<file path="config.mk">
export PLATFORM = sky130hd
export DESIGN_NAME = stc_top
export DESIGN_NICKNAME = d
export VERILOG_FILES = /design/src/rtl/stc_pkg.sv /design/src/rtl/stc_access_ctl.sv /design/src/rtl/stc_cmp_unit.sv /design/src/rtl/stc_top.sv
export SDC_FILE = /design/constraint.sdc
export NUM_CORES = 1
export LEC_CHECK = 0
export BUFFER_PORTS_ARGS = -buffer_cell sky130_fd_sc_hd__buf_2
export CORE_MARGIN = 1
export CORE_UTILIZATION = 35
export DETAILED_ROUTE_END_ITERATION = 12
export GPL_TIMING_DRIVEN = 0
export PLACE_DENSITY = 0.66
export SLEW_MARGIN = 5
export SYNTH_ARGS = -nofsm -noshare
export SYNTH_HDL_FRONTEND = slang
export SYNTH_SLANG_ARGS = --single-unit
export TNS_END_PERCENT = 1
</file>
<file path="constraint.sdc">
create_clock -name clk -period 3.5 [get_ports clk]
set_input_delay 0.175 -clock clk [delete_from_list [all_inputs] [get_ports clk]]
set_output_delay 0.175 -clock clk [all_outputs]
set_load 0.05 [all_outputs]
</file>
<file path="src/rtl/stc_pkg.sv">
package stc_pkg;
  typedef enum logic [2:0] {
    SEL_SCMP  = 3'd0,
    SEL_VSCMP = 3'd1,
    SEL_MCFG  = 3'd2,
    SEL_HCFG  = 3'd3,
    SEL_PEND  = 3'd4
  } stc_sel_e;

  localparam logic [1:0] PRIV_U = 2'd0;
  localparam logic [1:0] PRIV_S = 2'd1;
  localparam logic [1:0] PRIV_M = 2'd3;
endpackage

</file>
<file path="src/rtl/stc_access_ctl.sv">
module stc_access_ctl
  import stc_pkg::*;
(
  input  logic       clk,
  input  logic       rst_n,
  input  logic       req_i,
  input  logic       we_i,
  input  logic [1:0] priv_i,
  input  logic [2:0] sel_i,
  input  logic       men_i,
  output logic       wr_scmp_o,
  output logic       wr_vscmp_o,
  output logic       wr_mcfg_o,
  output logic       wr_hcfg_o,
  output logic       wr_pend_o,
  output logic       illegal_o
);
  logic is_m;
  logic legal;
  logic ill_d, ill_q;
  logic wr_ok;

  assign is_m = (priv_i == PRIV_M);

  always_comb begin
    case (sel_i)
      SEL_SCMP, SEL_VSCMP: legal = is_m | men_i;
      SEL_MCFG, SEL_PEND:  legal = is_m;
      SEL_HCFG:            legal = (priv_i != PRIV_U);
      default:             legal = 1'b0;
    endcase
  end

  assign wr_ok      = req_i & we_i & legal;
  assign wr_scmp_o  = wr_ok & (sel_i == SEL_SCMP);
  assign wr_vscmp_o = wr_ok & (sel_i == SEL_VSCMP);
  assign wr_mcfg_o  = wr_ok & (sel_i == SEL_MCFG);
  assign wr_hcfg_o  = wr_ok & (sel_i == SEL_HCFG);
  assign wr_pend_o  = wr_ok & (sel_i == SEL_PEND);

  assign ill_d = req_i & ~legal;

  always_ff @(posedge clk or negedge rst_n) begin
    if (!rst_n) ill_q <= 1'b0;
    else        ill_q <= ill_d;
  end

  assign illegal_o = ill_q;

  // Machine-privilege accesses to the compare registers never trap
  assert_m_cmp_legal_R7: assert property (@(posedge clk) disable iff (!rst_n)
    illegal_o |-> !($past(priv_i) == PRIV_M && $past(sel_i) <= 3'd1));

  // Disallowed pulse stems from a request in the previous cycle
  assert_ill_from_req_R6: assert property (@(posedge clk) disable iff (!rst_n)
    illegal_o |-> $past(req_i));
endmodule

</file>
<file path="src/rtl/stc_cmp_unit.sv">
module stc_cmp_unit #(
  parameter int W = 64
) (
  input  logic         clk,
  input  logic         rst_n,
  input  logic         gate_en_i,
  input  logic [W-1:0] time_i,
  input  logic         cmp_we_i,
  input  logic [W-1:0] cmp_wdata_i,
  input  logic         sw_we_i,
  input  logic         sw_wdata_i,
  output logic [W-1:0] cmp_o,
  output logic         pend_o
);
  logic [W-1:0] cmp_d, cmp_q;
  logic         sw_d, sw_q;
  logic         pend_d, pend_q;
  logic         hit;

  assign hit = (time_i >= cmp_q);

  always_comb begin
    cmp_d  = cmp_we_i ? cmp_wdata_i : cmp_q;
    sw_d   = sw_we_i ? sw_wdata_i : sw_q;
    pend_d = gate_en_i ? hit : sw_q;
  end

  always_ff @(posedge clk or negedge rst_n) begin
    if (!rst_n) begin
      cmp_q  <= '1;
      sw_q   <= 1'b0;
      pend_q <= 1'b0;
    end else begin
      cmp_q  <= cmp_d;
      sw_q   <= sw_d;
      pend_q <= pend_d;
    end
  end

  assign cmp_o  = cmp_q;
  assign pend_o = pend_q;

  // Gated-on pending reflects last cycle's compare (R2 for supervisor, R9 for virtual)
  assert_cmp_drive_R2: assert property (@(posedge clk) disable iff (!rst_n)
    ($past(gate_en_i) && $stable(cmp_q)) |-> (pend_o == ($past(time_i) >= cmp_q)));

  // Gated-off pending follows the stored software bit
  assert_sw_drive_R4: assert property (@(posedge clk) disable iff (!rst_n)
    $past(!gate_en_i) |-> (pend_o == $past(sw_q)));
endmodule

</file>
<file path="src/rtl/stc_top.sv">
module stc_top
  import stc_pkg::*;
#(
  parameter int W       = 64,
  parameter bit HAS_HYP = 1'b1
) (
  input  logic         clk,
  input  logic         rst_n,
  input  logic [W-1:0] time_i,
  input  logic [W-1:0] toff_i,
  input  logic [1:0]   priv_i,
  input  logic         csr_req_i,
  input  logic         csr_we_i,
  input  logic [2:0]   csr_sel_i,
  input  logic [W-1:0] csr_wdata_i,
  output logic [W-1:0] csr_rdata_o,
  output logic         illegal_o,
  output logic         stip_o,
  output logic         vstip_o
);
  logic wr_scmp, wr_vscmp, wr_mcfg, wr_hcfg, wr_pend;
  logic men_d, men_q, hen_d, hen_q;
  logic [W-1:0] scmp_val, vscmp_val;

  stc_access_ctl u_acc (
    .clk        (clk),
    .rst_n      (rst_n),
    .req_i      (csr_req_i),
    .we_i       (csr_we_i),
    .priv_i     (priv_i),
    .sel_i      (csr_sel_i),
    .men_i      (men_q),
    .wr_scmp_o  (wr_scmp),
    .wr_vscmp_o (wr_vscmp),
    .wr_mcfg_o  (wr_mcfg),
    .wr_hcfg_o  (wr_hcfg),
    .wr_pend_o  (wr_pend),
    .illegal_o  (illegal_o)
  );

  always_comb begin
    men_d = wr_mcfg ? csr_wdata_i[0] : men_q;
    if (!men_d)       hen_d = 1'b0;
    else if (wr_hcfg) hen_d = csr_wdata_i[0];
    else              hen_d = hen_q;
  end

  always_ff @(posedge clk or negedge rst_n) begin
    if (!rst_n) begin
      men_q <= 1'b0;
      hen_q <= 1'b0;
    end else begin
      men_q <= men_d;
      hen_q <= hen_d;
    end
  end

  stc_cmp_unit #(.W(W)) u_sup (
    .clk         (clk),
    .rst_n       (rst_n),
    .gate_en_i   (men_q),
    .time_i      (time_i),
    .cmp_we_i    (wr_scmp),
    .cmp_wdata_i (csr_wdata_i),
    .sw_we_i     (wr_pend & ~men_q),
    .sw_wdata_i  (csr_wdata_i[0]),
    .cmp_o       (scmp_val),
    .pend_o      (stip_o)
  );

  generate
    if (HAS_HYP) begin : g_virt
      logic [W-1:0] vtime;
      assign vtime = time_i + toff_i;
      stc_cmp_unit #(.W(W)) u_virt (
        .clk         (clk),
        .rst_n       (rst_n),
        .gate_en_i   (hen_q),
        .time_i      (vtime),
        .cmp_we_i    (wr_vscmp),
        .cmp_wdata_i (csr_wdata_i),
        .sw_we_i     (wr_pend & ~hen_q),
        .sw_wdata_i  (csr_wdata_i[1]),
        .cmp_o       (vscmp_val),
        .pend_o      (vstip_o)
      );
    end else begin : g_novirt
      logic unused_virt;
      assign unused_virt = ^{toff_i, wr_vscmp};
      assign vscmp_val   = '0;
      assign vstip_o     = 1'b0;
    end
  endgenerate

  always_comb begin
    csr_rdata_o = '0;
    case (csr_sel_i)
      SEL_SCMP:  csr_rdata_o = scmp_val;
      SEL_VSCMP: csr_rdata_o = vscmp_val;
      SEL_MCFG:  csr_rdata_o[0] = men_q;
      SEL_HCFG:  csr_rdata_o[0] = hen_q;
      SEL_PEND:  csr_rdata_o[1:0] = {vstip_o, stip_o};
      default:   csr_rdata_o = '0;
    endcase
  end

  // A trapped access leaves the supervisor compare untouched
  assert_ill_noupd_R6: assert property (@(posedge clk) disable iff (!rst_n)
    illegal_o |-> $stable(scmp_val));

  // Hypervisor enable never set while machine enable is clear
  assert_hen_gated_R8: assert property (@(posedge clk) disable iff (!rst_n)
    !men_q |-> !hen_q);

  // Pulse lasts one cycle when no new request arrived
  assert_ill_pulse_R6: assert property (@(posedge clk) disable iff (!rst_n)
    (illegal_o && !csr_req_i) |=> !illegal_o);
endmodule

</file>
## Yosys cells after proc, flatten, opt, wreduce, memory -nomap -nowiden

Index checks and enable logic that the tools add are counted.

- Input bits: 201
- Memories kept: 0
- Memory bits (read-only): 0
- Output and inout port bits: 67
- Latch bits: 0
- RAM bits: 0
- Register bits: 135
- Word-level logic and storage cells: 45

- Reduce and logical (&&, ||, !) cells: 4
- Div/mod/pow operators: 0
- Multiplexer cells: 9
- Bitwise gates (word level): 14
- Magnitude comparators: 2
- Shift-type cells: 0
- Add/sub/neg operators: 1
- Equality and inequality tests: 6
- $mul: 0

Operators with widths:

| kind | count |
|---|---|
| $ge A64 B64 Y1 | 2 |
| $pmux W62 S2 | 1 |
| $add A64 B64 Y64 | 1 |
| $and A1 B1 Y1 | 10 |
| $eq A3 B2 Y1 const B | 2 |
| $pmux W1 S3 | 2 |
| $mux W1 | 5 |
| $pmux W1 S5 | 1 |
| $reduce_or A2 Y1 | 2 |
| $eq A3 B1 Y1 const B | 1 |
| $eq A3 B3 Y1 const B | 1 |
| $logic_not A3 Y1 | 1 |
| $not A1 Y1 | 3 |
| $eq A2 B2 Y1 const B | 1 |
| $ne A2 B1 Y1 const B | 1 |
| $reduce_bool A2 Y1 | 1 |
| $or A1 B1 Y1 | 1 |

## Logic depth before layout (Yosys ltp)

Gate-level depths: netlist of the first run.

- Depth after elaboration: 7
- Depth in mapped cells: 24

## Hierarchy

Synthesis of the first run repeated with hierarchy kept, for this count alone.

- Cell total of the unflattened synthesis: 1,539
- Area total of the unflattened synthesis: 12,668.4 µm²

Modules (own cells, without submodules):

| module | area an instance (µm²) | times used | sequential area each (µm²) | cells an instance |
|---|---|---|---|---|
| stc_cmp_unit | 3,955.0 | 2 | 1,731.7 | 433 |
| stc_top | 4,611.9 | 1 | 50.0 | 654 |
| stc_access_ctl | 146.4 | 1 | 25.0 | 19 |

## Least setup slack after synthesis of the first run

OpenSTA, ideal clock, no wires.

- Kind: input to register
- From: in time_i[18]
- To: reg g_virt.u_virt.pend_q (netlist: g_virt.u_virt.pend_o)
- Required time: 3,382 ps
- Arrival: 4,374 ps
- Setup slack: -992 ps
- Cell stages on the path: 23
- Path buffers: 1
- Cells stage by stage: ha_1 -> buf_2 -> and3_1 -> nand4_2 -> or3_1 -> o221ai_2 -> a21oi_1 -> a21bo_4 -> a31oi_2 -> o21a_1 -> or3_4 -> o41ai_2 -> xor2_1 -> ha_1 -> a21o_1 -> a21o_1 -> a21oi_1 -> nor2_1 -> a211oi_1 -> nor3_1 -> a2111oi_0 -> nor2_1 -> a21o_1

- Word-level cells in the longest chain between the ends: 3

RTL lines:

| element | RTL line | source |
|---|---|---|
| from (decl) | stc_top.sv:9 | `input logic [W-1:0] time_i,` |
| $add A64 B64 Y64 | stc_top.sv:74 | `assign vtime = time_i + toff_i;` |
| $ge A64 B64 Y1 | stc_cmp_unit.sv:20 | `assign hit = (time_i >= cmp_q);` |
| $mux W1 | stc_cmp_unit.sv:25 | `pend_d = gate_en_i ? hit : sw_q;` |
| named net g_virt.u_virt.pend_d | stc_cmp_unit.sv:17 | `logic pend_d, pend_q;` |
| to (signal assigned) | stc_cmp_unit.sv:36 | `pend_q <= pend_d;` |
| to (decl) | stc_cmp_unit.sv:17 |  |

The timed path passes the listed nets, and every way through them passes these cells.
A chain may end at the register's enable or synchronous reset.

## Worst setup path in the final report of the first run

- From: in time_i[23]
- To: reg g_virt.u_virt.pend_q (netlist: g_virt.u_virt.pend_o)

The elaborated chain is that of the path after synthesis.

==> results of run 1 <==
final timing paths:
kind | from | cells after the start | endpoint | slack (ns)
min in group clk | csr_wdata_i[0] | 2 | men_q | 0.04
worst min register to register | g_virt.u_virt.sw_q | 1 | g_virt.u_virt.sw_q | 0.52
worst min-delay path | rst_n | 1 | g_virt.u_virt.cmp_o[25] | 0.01
max in group asynchronous | rst_n | 2 | u_sup.cmp_o[55] | 2.99
worst max register to register | u_sup.cmp_o[33] | 10 | u_sup.pend_o | 0.55
worst max-delay path | time_i[23] | 24 | g_virt.u_virt.pend_o | -0.77
cells in the final DEF (no fill, tap or decap), types with 4 or more instances in the layout:
cell / netlist / routed
sky130_fd_sc_hd__xnor2_1: 38 / 38
sky130_fd_sc_hd__mux2_2: 131 / 131
sky130_fd_sc_hd__buf_4: 0 / 24
sky130_fd_sc_hd__nand4_1: 38 / 38
sky130_fd_sc_hd__dfrtp_1: 7 / 7
sky130_fd_sc_hd__ha_4: 0 / 11
sky130_fd_sc_hd__nor2_1: 54 / 53
sky130_fd_sc_hd__dlygate4sd3_1: 0 / 64
sky130_fd_sc_hd__a21o_1: 89 / 89
sky130_fd_sc_hd__nor2b_1: 13 / 12
sky130_fd_sc_hd__nor3_2: 0 / 4
sky130_fd_sc_hd__nand3_1: 21 / 18
sky130_fd_sc_hd__a21oi_2: 0 / 9
sky130_fd_sc_hd__and3_1: 8 / 6
sky130_fd_sc_hd__clkbuf_16: 0 / 17
sky130_fd_sc_hd__and4_1: 5 / 4
sky130_fd_sc_hd__nand2b_1: 11 / 11
sky130_fd_sc_hd__nand2_1: 58 / 56
sky130_fd_sc_hd__o21ai_1: 8 / 7
sky130_fd_sc_hd__o31ai_1: 6 / 4
sky130_fd_sc_hd__a21oi_1: 92 / 81
sky130_fd_sc_hd__clkbuf_1: 43 / 41
sky130_fd_sc_hd__o21a_1: 6 / 6
sky130_fd_sc_hd__buf_2: 4 / 264
sky130_fd_sc_hd__o21bai_1: 11 / 11
sky130_fd_sc_hd__nor3_1: 14 / 10
sky130_fd_sc_hd__o21ai_0: 40 / 38
sky130_fd_sc_hd__inv_1: 147 / 147
sky130_fd_sc_hd__a31oi_1: 15 / 14
sky130_fd_sc_hd__ha_1: 191 / 178
sky130_fd_sc_hd__diode_2: 0 / 12
sky130_fd_sc_hd__xor2_1: 23 / 23
sky130_fd_sc_hd__a211oi_1: 10 / 8
sky130_fd_sc_hd__a22o_1: 63 / 63
sky130_fd_sc_hd__bufinv_16: 0 / 6
sky130_fd_sc_hd__dfstp_2: 128 / 128
report_power, final:
group / switching (W) / internal [W]
sequential: 0.000214 / 0.00201
combinational: 0.00148 / 0.00123
clock: 0.000708 / 0.00137
total: 0.00240 / 0.00461
per-layer routing:
layer	vias to the layer above	global-route usage [%]	share of wire, %
met5	-	0	0
met4	0	10.8	3.0
met3	59	3.57	3.9
met2	280	33.7	47
met1	5485	28.2	46
li1	5573	-	-
flip-flops by register name, summed over array words and instances (netlist names):
| name | count |
|---|---|
| u_sup.pend_o | 1 |
| men_q | 1 |
| hen_q | 1 |
| g_virt.u_virt.pend_o | 1 |
| u_sup.sw_q | 1 |
| g_virt.u_virt.cmp_o | 64 |
| u_sup.cmp_o | 64 |
| g_virt.u_virt.sw_q | 1 |
| u_acc.illegal_o | 1 |
layout make-up:
type / instances / area (um2) / area share (%)
tap: 455 / 569 / 3.47
clock buffer: 23 / 468 / 2.85
inverter: 147 / 552 / 3.37
timing repair buffer: 353 / 2190 / 13.3
clock inverter: 9 / 195 / 1.19
buffer: 41 / 171 / 1.05
multi-input combinational: 994 / 8680 / 53.0
antenna: 12 / 30.0 / 0.183
sequential: 135 / 3540 / 21.6
cells by family (layout without fill, tap and decap cells):
family                   Yosys count  after routing
multiplexers                     133            133
AO/OA/AOI/OAI                    371            371
buffers and inverters            194            573
other                              0             12
AND/OR/NAND/NOR                  237            237
flip-flops                       135            135
adder cells (fa/ha/maj)          192            192
XOR/XNOR                          61             61
metrics by stage:
step / hold WS (ns) / setup WS (ns) / instance area (um2) / cells
after CTS: 0.0148 / -0.799 / 16200 / 2150
final: 0.0107 / -0.767 / 16400 / 2169
after global placement: 0.409 / -2.24 / 14500 / 2042
after detailed placement: 0.415 / -2.17 / 14500 / 2044
after floorplan: -0.121 / -0.674 / 12600 / 1323
after global routing: 0.0324 / -0.932 / 16400 / 2169
timing repair:
action | 4_1_cts | 5_1_grt
resized for setup | 40 | 28
setup buffers | 14 | 9
pin swaps | 31 | 27
endpoints found under the setup margin | 1 | 1
endpoints found under the hold margin | 127 | 0
hold buffers | 64 | 0
==> results.md, run 1 <==
Final layout:
- The layout has 3271 filler cells.
- The fraction of final layout cells with drive strength greater than 1 is 38.2%.
- The net count of the finished layout is 2082.
- Relative to the synthesized area, the layout overhead comes to 31.3%.
- Once layout is complete, the utilization of the core stands at 47.1%.

Pwr:
- The power per unit of standard cell area is 428 nW/um2.
- The standby leakage power is 7.67 nW.
- The design draws 0.00701 W.
- VDD sags by at most 0.000345 V.

Run status:
- The run finished, with violations left.
- The checks that failed: negative setup slack.

GRT:
- The number of global-route vias before repair came to 11500.
- The total congestion overflow is 0.
- The initial antenna violation count is 12.
- Entering global routing, the biggest net connects 79 pins.
- The global-route usage over all layers is 21.4%.
- The first global-routing pass estimated 60100 um of wire.

Worst setup path:
- Counting both buffers and inverters, the worst setup path holds a total of 2.
- The startpoint class of the critical path is an input pin.
- The data required time of the worst path is 3.83 ns.
- On the worst path, the slowest cell contributes a delay of 0.37 ns.
- By startpoint and endpoint, the worst setup path is classified as in -> reg.
- Along the worst path, the maximum fanout reaches 7.
- The worst setup path is captured at a flip-flop.
- On the critical path, the stage with the largest delay is an instance of sky130_fd_sc_hd__or3_4.
- The arrival time at the worst endpoint is 4.60 ns.
- Traced cell by cell, the critical path runs through buf_2, ha_4, buf_6, and4_4, nand3_2, or3_4, o221ai_2, a21oi_1, a21bo_4, a31oi_4, o21a_1, or3_4, o41ai_4, xor2_1, ha_1, a21o_1, a21o_1, a21oi_2, nor2_1, a211oi_2, nor3_2, a2111oi_4, nor2_1, a21o_1.
- Counting stages on the worst path, the most repeated cell is sky130_fd_sc_hd__a21o_1.
- The top cell family by delay on the critical path is compound AO/OA/AOI/OAI gates.

Die:
- The floorplan step defined a die boundary enclosing 36400 um2.
- The number of ports placed on the die boundary is 268.
- The floorplan core area is 34800 um2.
- The starting density of the core is 35.9%.
- The number of placement rows is 68.
- The die outline height is 191 um.
- From left edge to right edge, the die measures 191 um.

Route:
- The total wirelength of the detailed-routed design is 39200 um.
- In the routed design, unresolved DRC markers number 0.
- In the final routed layout, each cell accounts on average for 18.1 um.
- In the routed layout, each cell is associated on average with a via count of 5.25.
- Summing over every cut layer, the via total after detailed routing is 11400.
- In this run the remaining antenna-violating nets after routing total 0.
- The first TritonRoute pass finished after 5 iterations.
- The first-iteration detailed-routing DRC count is 496.

Yosys:
- The synthesized design devotes to its leading area cell type 26.9% of total area.
- Of the total synthesized cell area, the portion taken by AND, OR, NAND and NOR gates is 9.51%.
- After synthesis, the largest family of logic cells by area is compound AO/OA/AOI/OAI gates.
- The most common cell in the synthesized netlist is sky130_fd_sc_hd__ha_1.
- After synthesis, the cell types taking the most area are sky130_fd_sc_hd__dfstp_2 27%, sky130_fd_sc_hd__ha_1 19%, sky130_fd_sc_hd__mux2_2 12%, sky130_fd_sc_hd__a21o_1 5.4%, sky130_fd_sc_hd__inv_1 4.4%.
- The xor-xnor portion of the synthesized cell area is 4.28%.
- Each instance of the synthesized netlist takes up on average 9.44 um2.
- In the synthesized netlist the dominant register cell turns out to be sky130_fd_sc_hd__dfstp_2.
- Of the post-synthesis cell area, the part taken by muxes is 12.1%.
- Synthesis produced a netlist with a net count of 1716.
- After synthesis, the most frequently instantiated cells are 191 x sky130_fd_sc_hd__ha_1, 147 x sky130_fd_sc_hd__inv_1, 131 x sky130_fd_sc_hd__mux2_2.
- The dominant cell type by area after synthesis is sky130_fd_sc_hd__dfstp_2.
- The async set-or-reset flop fraction in the synthesized netlist is 100%.
- The compound-cell area share of the yosys netlist is 20.6%.
- The cell area after synthesis is 12500 um2.
- Summing the areas of all fa, ha and maj instances in the mapped netlist gives 19.3% of the synthesized area.
- The synthesized design contains 0 enable-type register cells.
- For this run, the register share of the synthesized area comes to 28.3%.
- After synthesis the netlist holds a flip-flop and latch count of 135.
- Synthesis handed over a netlist of 1323 instances.
- The distinct cell type count after synthesis is 60.
- The number of warning messages in the yosys log is 0.

Clock network:
- For this design, the sink count on the clock tree is 135.
- The maximum level of the CTS H-tree is 4.
- No sink is reached through more buffers than the 2 on the longest clock path.
- TritonCTS built the clock tree.
- The clock transition at the registers of the reported paths is 0.06 ns.
- The clock latency reported for the late side of the worst-skew pair is 0.45 ns.
- The number of buffers inserted during clock tree synthesis is 17.
- The root buffer cell is sky130_fd_sc_hd__clkbuf_16.

Hold path:
- The worst hold-check path type is in -> async.

Timing:
- The part of the cycle the worst path needs is 122%.
- The timing-limited maximum frequency is 0.234 GHz.
- On the final layout, the worst clock skew is 0.00877 ns.
- The final count of pins violating max slew was 0.
- In the post-route analysis, the smallest setup slack over all paths is -0.767 ns.
- Setup repair after global routing could not meet its margin everywhere.
- For the pin with the worst max-slew slack, the measured transition is 1.01 ns.
- After layout, the minimum clock period comes to 4.27 ns.
- The aggregate negative setup slack is -0.767 ns.
- The total count of hold-check failures in the final report is 0.
- The number of failing setup endpoints in the final timing report is 1.
- The worst pin sits at a relative slew slack of 32.7%.

Place:
- The HPWL after detailed placement is 31000 um.
- During placement, the flow inserted port buffers numbering 264.
- The weighted congestion reported at the end of routability-driven placement is 0.890.

Job:
- The reported max-cap violation count is 0.
Note: power is estimated with default switching activity, not from simulation.
==> run 2, diff against run 1 <==
- ABC_AREA: unset -> 1
==> run 2 against run 1 <==
Effect of this change:
- the run now ends clean
- flip-flop and latch count did not move
- synthesized cell count grew 64%
- via count up 33%
- register-to-register slack better by 0.67 ns
- utilization shrank 3.2 points
- routed wire length increased by 32%
- sequential power grew 5%
- sequential share of layout area fell by 1.3 points
- worst hold slack gained 0.055 ns
- die area increased by 13%
- critical path depth is 2 higher
- largest cell class unchanged
==> results.md, run 2 <==
Run status:
- The run finished with clean final reports.

Clock network:
- The clock sink total is 135 (unchanged).
- The clock latency reported for the late side of the worst-skew pair is 0.45 ns (about the same).
- The number of buffers inserted during clock tree synthesis came to 17 (unchanged).
- The CTS tree is yes.
- The maximum clock insertion buffer count is 2 (unchanged).
- The clock transition at the registers of the reported paths is 0.06 ns (about the same).
- The root buffer cell is sky130_fd_sc_hd__clkbuf_16.
- The maximum level of the CTS H-tree is 4 (unchanged).

GRT:
- The global-route wire length before repair is 80200 um (+34%).
- The number of global-route vias before repair is 14800 (+29%).
- The total congestion overflow is 0 (unchanged).
- The global-route usage over all layers was 25.3% (+3.9 points).
- The initial antenna violation count is 1 (-11).
- The maximum number of pins on one net before global-route repair is 75 (-5.1%).

Yosys:
- The most common cell in the synthesized netlist is sky130_fd_sc_hd__nand2_1.
- The number of warning messages in the yosys log is 0 (unchanged).
- Sorting the synthesized cells by area gives the leading types as sky130_fd_sc_hd__dfstp_2 24%, sky130_fd_sc_hd__nand2_1 18%, sky130_fd_sc_hd__ha_1 17%, sky130_fd_sc_hd__inv_1 10%, sky130_fd_sc_hd__a21oi_1 5.3%.
- The net count after synthesis is 2562 (+49%).
- The synthesis-stage register bit count was 135 (unchanged).
- The dominant cell type by area after synthesis is sky130_fd_sc_hd__dfstp_2.
- The distinct cell type count after synthesis is 35 (-42%).
- The top-area cell type share of the netlist area came to 23.9% (-3.0 points).
- The most frequently used flop master after synthesis is sky130_fd_sc_hd__dfstp_2.
- The number of flops mapped to enable cells by yosys is 0 (unchanged).
- The cell area after synthesis is 14100 um2 (+13%).
- Counting instances in the post-synthesis netlist gives the leading cell types as 690 x sky130_fd_sc_hd__nand2_1, 386 x sky130_fd_sc_hd__inv_1, 191 x sky130_fd_sc_hd__ha_1.
- The fraction of the yosys area taken by sequential cells is 25.1% (-3.2 points).
- The post-synthesis cell count is 2169 (+64%).
- The post-synthesis area per instance is 6.49 um2 (-31%).
- The async set-or-reset flop fraction in the synthesized netlist is 100% (unchanged).

Pwr:
- The standby leakage power is 9.59 nW (+25%).
- The reported net switching power was 0.00312 W (+30%).
- The part of the total power dissipated in combinational logic was 44.5% (+5.8 points).
- The internal power is 0.00462 W (about the same).
- The fraction of power consumed by sequential logic was 30.0% (-1.7 points).
- The worst ir drop on vdd was 0.000341 V (-1.1%).
- The fraction of power spent switching nets is 40.4% (+6.1 points).
- The clock network fraction of total power is 25.5% (-4.1 points).
- The power per unit of standard cell area was 444 nW/um2 (+3.7%).

Worst setup path:
- The kind of end point of the critical path is a flip-flop.
- The endpoint identified for the worst register-to-register timing path is g_virt.u_virt.pend_o.
- The worst-path maximum fanout was 4 (-3).
- Broken down by cell family, the worst path's largest delay share belongs to simple AND/OR/NAND/NOR gates.
- The count of buffer and inverter cells on the critical path is 3 (+1).
- By startpoint and endpoint, the worst setup path is classified as in -> reg.
- The source of the worst register-to-register timing path is g_virt.u_virt.cmp_o[63].
- The reg-to-reg setup timing slack came to 1.22 ns (+0.67 ns).
- The depth of the most critical reg-to-reg path was 12 (+2).
- The arrival time at the worst endpoint is 3.69 ns (-0.91 ns).
- The data required time of the worst path came to 3.89 ns (+0.06 ns).
- The worst setup path is launched from an input pin.
- The peak per-stage delay on the critical path is 0.40 ns (+0.03 ns).
- By instance count, the cell type seen most on the critical path is sky130_fd_sc_hd__nand2_1.
- The worst-path cell with the longest stage delay is sky130_fd_sc_hd__fa_1.

Route:
- The per-cell via count in the routed design is 4.96 (-5.6%).
- The first-pass detailed-route iteration total is 6 (+1).
- The DRC violation count after routing is 0 (unchanged).
- The first-iteration detailed-routing DRC count is 957 (+93%).
- The total via count after detailed routing came to 15200 (+33%).
- The detailed-route wire length per cell came to 16.9 um (-6.7%).
- The number of nets still failing antenna checks after routing came to 0 (unchanged).
- The total wirelength of the detailed-routed design is 51700 um (+32%).

Die:
- The number of ports placed on the die boundary is 268 (unchanged).
- The area enclosed by the die boundary is 41000 um2 (+13%).
- The die outline height is 203 um (+6.1%).
- The number of placement rows is 73 (+7.4%).
- The floorplan core area was 39700 um2 (+14%).
- The starting density of the core was 35.4% (-0.47 points).
- The die span in x came to 203 um (+6.1%).

Timing:
- The total count of hold-check failures in the final report is 0 (unchanged).
- The part of the cycle the worst path needs is 94.4% (-28 points).
- The final worst clock skew is 0.0104 ns (+0.00158 ns).
- The timing-limited maximum frequency is 0.303 GHz (+29%).
- The final critical delay including setup and external delays came to 3.30 ns (-0.965 ns).
- The final count of pins violating max slew came to 0 (unchanged).
- The worst-case hold slack is 0.0657 ns (+0.0550 ns).
- The number of failing setup endpoints in the final timing report is 0 (-1).
- The worst slew margin relative to its limit is 20.8% (-12 points).
- The actual transition at the worst max-transition pin is 1.19 ns (+0.177 ns).

Place:
- The HPWL after detailed placement is 43300 um (+40%).
- The cell count after placement is 2962 (+45%).
- The number of buffers inserted by port buffering is 267 (+1.1%).
- The weighted congestion reported at the end of routability-driven placement is 0.935 (+5.0%).

Final layout:
- The final-stage net count is 2916 (+40%).
- The library cell used most frequently in the layout, excluding fill and tap cells, is sky130_fd_sc_hd__nand2_1.
- The non-filler instance count after layout is 3061 (+41%).
- The area added between synthesis and finish is 23.9%.
- The fraction of final layout cells with drive strength greater than 1 was 18.8% (-19 points).
- The top cell types in the final layout, fill and taps aside, are 681 x sky130_fd_sc_hd__nand2_1, 386 x sky130_fd_sc_hd__inv_1, 266 x sky130_fd_sc_hd__buf_2.
- The number of antenna diodes came to 0 (-12).

Hold path:
- The path class of the tightest hold or removal check is in -> async.

Job:
- The reported max-cap violation count is 0 (unchanged).
[run 2: cell count changes after synthesis, sizes merged, moves of 36 or more]
cell    before  now
nor2        54  162
a21o        89    5
a21oi       92  149
nand3       21   65
nand2       58  692
a22o        63    0
clkbuf      43    5
xnor2       38    2
mux2       131    0
o22ai        2   62
o21ai       48  189
inv        147  387
[run 2: how the worst max path moves through the flow]
stage                          from                   end  slack, ns  cells past startpoint
after floorplan           time_i[0]  g_virt.u_virt.pend_o       0.80                     27
after global placement    time_i[0]  g_virt.u_virt.pend_o      -0.50                     26
after detailed placement  time_i[0]  g_virt.u_virt.pend_o      -0.51                     26
after CTS                 time_i[0]  g_virt.u_virt.pend_o       0.02                     26
after global routing      time_i[0]  g_virt.u_virt.pend_o      -0.02                     26
final                     time_i[0]  g_virt.u_virt.pend_o       0.20                     26
[run 2: area by class of cell]
cell class	instances	area (um2)
Multi-Input combinational cell	1606	8800
Buffer	41	327
Sequential cell	135	3540
Clock inverter	14	198
Inverter	387	1450
Fill cell	4209	22300
Clock buffer	18	429
Timing Repair Buffer	335	2040
Tap cell	525	657
[run 2: logic make-up (layout without fill, tap and decap cells)]
family | Yosys count | after routing | share of synthesized area (%)
simple gates | 954 | 954 | 26.8
flops | 135 | 135 | 25.1
xor+xnor | 32 | 32 | 1.99
fa+ha+maj | 192 | 192 | 17.1
compound gates | 428 | 428 | 16.3
buf+inv | 428 | 795 | 12.6
[run 2: power groups by stage]
stage | clock network (W) | logic [W] | registers [W]
2_1_floorplan | 0 | 0.00238 | 0.00235
3_3_place_gp | 0 | 0.00325 | 0.00233
3_5_place_dp | 0 | 0.00335 | 0.00235
4_1_cts | 0.00202 | 0.00343 | 0.00233
5_1_grt | 0.00208 | 0.00392 | 0.00236
6_report | 0.00197 | 0.00344 | 0.00232
[run 2: metrics by stage]
stage	instance area, um2	TNS [ns]	worst slack [ns]	total power [W]	utilization (%)
finish	17400	0	0.198	0.00774	43.9
detailed placement	16100	-0.512	-0.512	0.00570	40.5
CTS	17400	0	0.0193	0.00777	43.7
global route	17400	-0.0152	-0.0152	0.00836	43.9
global placement	16100	-0.499	-0.499	0.00558	40.4
floorplan	14100	0	0.803	0.00473	-
[run 2: repair_timing]
action	4_1_cts	5_1_grt
setup endpoints to repair	1	1
gates cloned	0	0
resized for setup	2	15
setup buffers	0	2
hold endpoints to repair	129	0
pin swaps	0	6
hold buffers	65	0
[run 2: metal layers]
layer	track usage [%]	routed length (um)
met5	0	0
met4	7.01	970
met3	2.94	2420
met2	42.3	24000
met1	34.4	24300
==> run 3, diff against run 2 <==
- CTS_BUF_LIST: unset -> sky130_fd_sc_hd__clkbuf_8 sky130_fd_sc_hd__clkbuf_16
- SETUP_SLACK_MARGIN: unset -> 0.3
==> run 3 against run 2 <==
Effect of this change:
- global-route usage up 0.055 points
- worst setup slack improved by 0.24 ns
- sequential power hardly changed
- critical path type unchanged
- combinational power grew 3%
- highest routed layer unchanged
- critical path depth is the same
- critical endpoint unchanged
- via count up 0.56%
- register-to-register slack improved by 0.09 ns
- final cell count rose by 0.49%
- utilization grew 1.0 points
- clock power about the same
==> results.md, run 3 (synthesis gave the netlist of run 2 again) <==
Route:
- The per-cell via count in the routed design is 4.96 (about the same).
- The total wirelength of the detailed-routed design is 52000 um (+0.77%).
- The first-iteration detailed-routing DRC count was 988 (+3.2%).
- The total via count after detailed routing was 15300 (+0.56%).
- The DRC violation count after routing was 0 (unchanged).
- The detailed-route wire length per cell is 16.9 um (+0.28%).
- The number of nets still failing antenna checks after routing is 0 (unchanged).
- The first-pass detailed-route iteration total came to 9 (+3).

Timing:
- The worst slew margin relative to its limit is 22.7% (+1.8 points).
- The timing-limited maximum frequency came to 0.327 GHz (+7.9%).
- Setup repair after global routing left no endpoint under its margin.
- The final critical delay including setup and external delays is 3.06 ns (-0.243 ns).
- The total count of hold-check failures in the final report was 0 (unchanged).
- The part of the cycle the worst path needs was 87.4% (-6.9 points).
- The number of failing setup endpoints in the final timing report came to 0 (unchanged).
- The actual transition at the worst max-transition pin is 1.16 ns (-0.0273 ns).
- The final count of pins violating max slew is 0 (unchanged).
- The final worst clock skew came to 0.0106 ns (+0.000219 ns).

Final layout:
- The post-route core utilization is 44.9% (+1.0 points).
- The top cell types in the final layout, fill and taps aside, are 656 x sky130_fd_sc_hd__nand2_1, 387 x sky130_fd_sc_hd__inv_1, 266 x sky130_fd_sc_hd__buf_2.
- Leaving out fill and tap cells, the most frequent cell in the layout is sky130_fd_sc_hd__nand2_1.
- The final-stage net count is 2930 (+0.48%).
- The area added between synthesis and finish is 26.7%.
- The fraction of final layout cells with drive strength greater than 1 came to 22.2% (+3.3 points).
- The non-filler instance count after layout was 3076 (+0.49%).

Place:
- The number of buffers inserted by port buffering is 267 (unchanged).
- The weighted congestion reported at the end of routability-driven placement came to 0.935 (unchanged).
- The cell count after placement is 2962 (unchanged).
- The HPWL after detailed placement is 43300 um (unchanged).

Die:
- The area enclosed by the die boundary came to 41000 um2 (unchanged).
- The die outline height came to 203 um (unchanged).
- The starting density of the core came to 35.4% (unchanged).
- The die span in x is 203 um (unchanged).
- The number of ports placed on the die boundary was 268 (unchanged).
- The number of placement rows is 73 (unchanged).
- The floorplan core area is 39700 um2 (unchanged).

Clock network:
- The number of buffers inserted during clock tree synthesis came to 17 (unchanged).
- In this run the clock root is driven by a sky130_fd_sc_hd__clkbuf_16.
- The maximum level of the CTS H-tree is 4 (unchanged).
- The maximum clock insertion buffer count is 2 (unchanged).
- The clock sink total is 135 (unchanged).
- The clock transition at the registers of the reported paths is 0.06 ns (about the same).
- The clock latency reported for the late side of the worst-skew pair came to 0.44 ns (about the same).
- TritonCTS built the clock tree.

Pwr:
- The fraction of power spent switching nets came to 40.5% (+0.097 points).
- The standby leakage power is 9.71 nW (+1.2%).
- The internal power is 0.00466 W (+1.0%).
- The total design power is 0.00783 W (+1.2%).
- The fraction of power consumed by sequential logic came to 29.7% (-0.3 points).
- The worst ir drop on vdd came to 0.000337 V (-1.1%).
- The reported net switching power is 0.00317 W (+1.4%).
- The part of the total power dissipated in combinational logic came to 45.2% (+0.7 points).
- The clock network fraction of total power is 25.1% (-0.4 points).
- The power per unit of standard cell area is 439 nW/um2 (-1.0%).

GRT:
- The number of global-route vias before repair was 14800 (+0.39%).
- The maximum number of pins on one net before global-route repair is 75 (unchanged).
- The initial antenna violation count came to 1 (unchanged).
- The global-route usage over all layers is 25.4% (+0.055 points).
- The total congestion overflow came to 0 (unchanged).
- The global-route wire length before repair came to 80400 um (+0.28%).

Run status:
- The flow ran to the end, and the final reports show no timing, DRC or antenna violations.

Worst setup path:
- The worst setup path is of the in -> reg kind.
- The data required time of the worst path was 3.88 ns (about the same).
- The startpoint class of the critical path is an input pin.
- The worst setup path is captured at a flip-flop.
- The worst-path maximum fanout is 4 (unchanged).
- The arrival time at the worst endpoint is 3.44 ns (-0.25 ns).

Job:
- The reported max-cap violation count is 0 (unchanged).

Hold path:
- The worst hold-check path type is in -> async.
==> run 3: cell types whose count changed in the layout (fill, tap and decap cells not counted), moves of 8 or more <==
cell | previous run | this run
sky130_fd_sc_hd__nand3_2 | 1 | 9
sky130_fd_sc_hd__nor2_1 | 157 | 149
sky130_fd_sc_hd__buf_4 | 12 | 26
sky130_fd_sc_hd__a21oi_2 | 2 | 20
sky130_fd_sc_hd__nor2_2 | 3 | 11
sky130_fd_sc_hd__nand3_1 | 64 | 56
sky130_fd_sc_hd__a21oi_1 | 147 | 128
sky130_fd_sc_hd__nand2_2 | 8 | 31
sky130_fd_sc_hd__nand2_1 | 681 | 656
==> run 3: repair_timing <==
item	in CTS	in global routing
gates cloned	0	0
gates resized for setup	17	80
hold buffers	65	0
setup buffers	4	12
pin swaps	6	18
endpoints found under the hold margin	129	0
setup endpoints to repair	1	1
==> run 3: final cells by class <==
| cell class | count | area (um2) |
|---|---|---|
| clock inverter | 15 | 201 |
| multi-input combinational | 1606 | 9090 |
| fill | 4185 | 21900 |
| sequential | 135 | 3540 |
| timing repair buffer | 349 | 2140 |
| tap | 525 | 657 |
| buffer | 41 | 327 |
| clock buffer | 17 | 425 |
| antenna | 1 | 2.50 |
| inverter | 387 | 1450 |
==> run 3: metrics by stage <==
step | hold WS, ns | setup slack [ns] | area, um2 | setup TNS (ns)
after floorplan | -0.121 | 0.803 | 14100 | 0
after global placement | 0.395 | -0.499 | 16100 | -0.499
after detailed placement | 0.397 | -0.512 | 16100 | -0.512
after CTS | 0.0759 | 0.342 | 17500 | 0
after global routing | 0.112 | 0.286 | 17800 | 0
final | 0.0668 | 0.441 | 17800 | 0
==> run 3: metal layers <==
layer / track usage [%] / share of wire (%) / vias up / wire length (um)
li1: - / - / 7682 / -
met1: 34.4 / 46 / 7040 / 24100
met2: 42.6 / 47 / 485 / 24300
met3: 3.02 / 5.0 / 61 / 2610
met4: 6.55 / 1.9 / 0 / 978
met5: 0 / 0 / - / 0
==> run 3: path summary, 6_finish.rpt <==
| check | start | endpoint | slack (ns) | cells after the start |
|---|---|---|---|---|
| setup / recovery | time_i[0] | g_virt.u_virt.pend_o | 0.44 | 26 |
| min in group clk | priv_i[0] | u_acc.illegal_o | 0.12 | 4 |
| max in group asynchronous | rst_n | g_virt.u_virt.cmp_o[47] | 2.92 | 2 |
| hold reg to reg | g_virt.u_virt.sw_q | g_virt.u_virt.sw_q | 0.50 | 2 |
| hold / removal | rst_n | u_sup.cmp_o[18] | 0.07 | 1 |
| setup reg to reg | g_virt.u_virt.cmp_o[63] | g_virt.u_virt.pend_o | 1.31 | 12 |
==> run 3: critical path, stage by stage <==
cell	delay, ns
sky130_fd_sc_hd__buf_2	0.10
sky130_fd_sc_hd__ha_2	0.17
sky130_fd_sc_hd__inv_1	0.06
sky130_fd_sc_hd__fa_2	0.37
sky130_fd_sc_hd__nand3b_1	0.18
sky130_fd_sc_hd__nand2_2	0.10
sky130_fd_sc_hd__nand2_1	0.07
sky130_fd_sc_hd__nand2_2	0.12
sky130_fd_sc_hd__nand3_2	0.08
sky130_fd_sc_hd__nand2_2	0.13
sky130_fd_sc_hd__nand2_2	0.08
sky130_fd_sc_hd__nand2_4	0.09
sky130_fd_sc_hd__nand2_2	0.07
sky130_fd_sc_hd__nand3_1	0.08
sky130_fd_sc_hd__nand2_1	0.06
sky130_fd_sc_hd__ha_1	0.28
sky130_fd_sc_hd__nand4_1	0.18
sky130_fd_sc_hd__nor2_2	0.19
sky130_fd_sc_hd__nand4_1	0.25
sky130_fd_sc_hd__nor2_2	0.21
sky130_fd_sc_hd__nand2_1	0.07
sky130_fd_sc_hd__inv_1	0.06
sky130_fd_sc_hd__nand2_2	0.08
sky130_fd_sc_hd__nand2_1	0.08
sky130_fd_sc_hd__nand2_1	0.04
sky130_fd_sc_hd__nand2_1	0.05
==> run 3: power by group through the flow <==
| stage | logic, W | registers [W] | clock network (W) |
|---|---|---|---|
| final | 0.00354 | 0.00232 | 0.00197 |
| after global placement | 0.00325 | 0.00233 | 0 |
| after floorplan | 0.00238 | 0.00235 | 0 |
| after CTS | 0.00344 | 0.00233 | 0.00201 |
| after global routing | 0.00401 | 0.00236 | 0.00208 |
| after detailed placement | 0.00335 | 0.00235 | 0 |
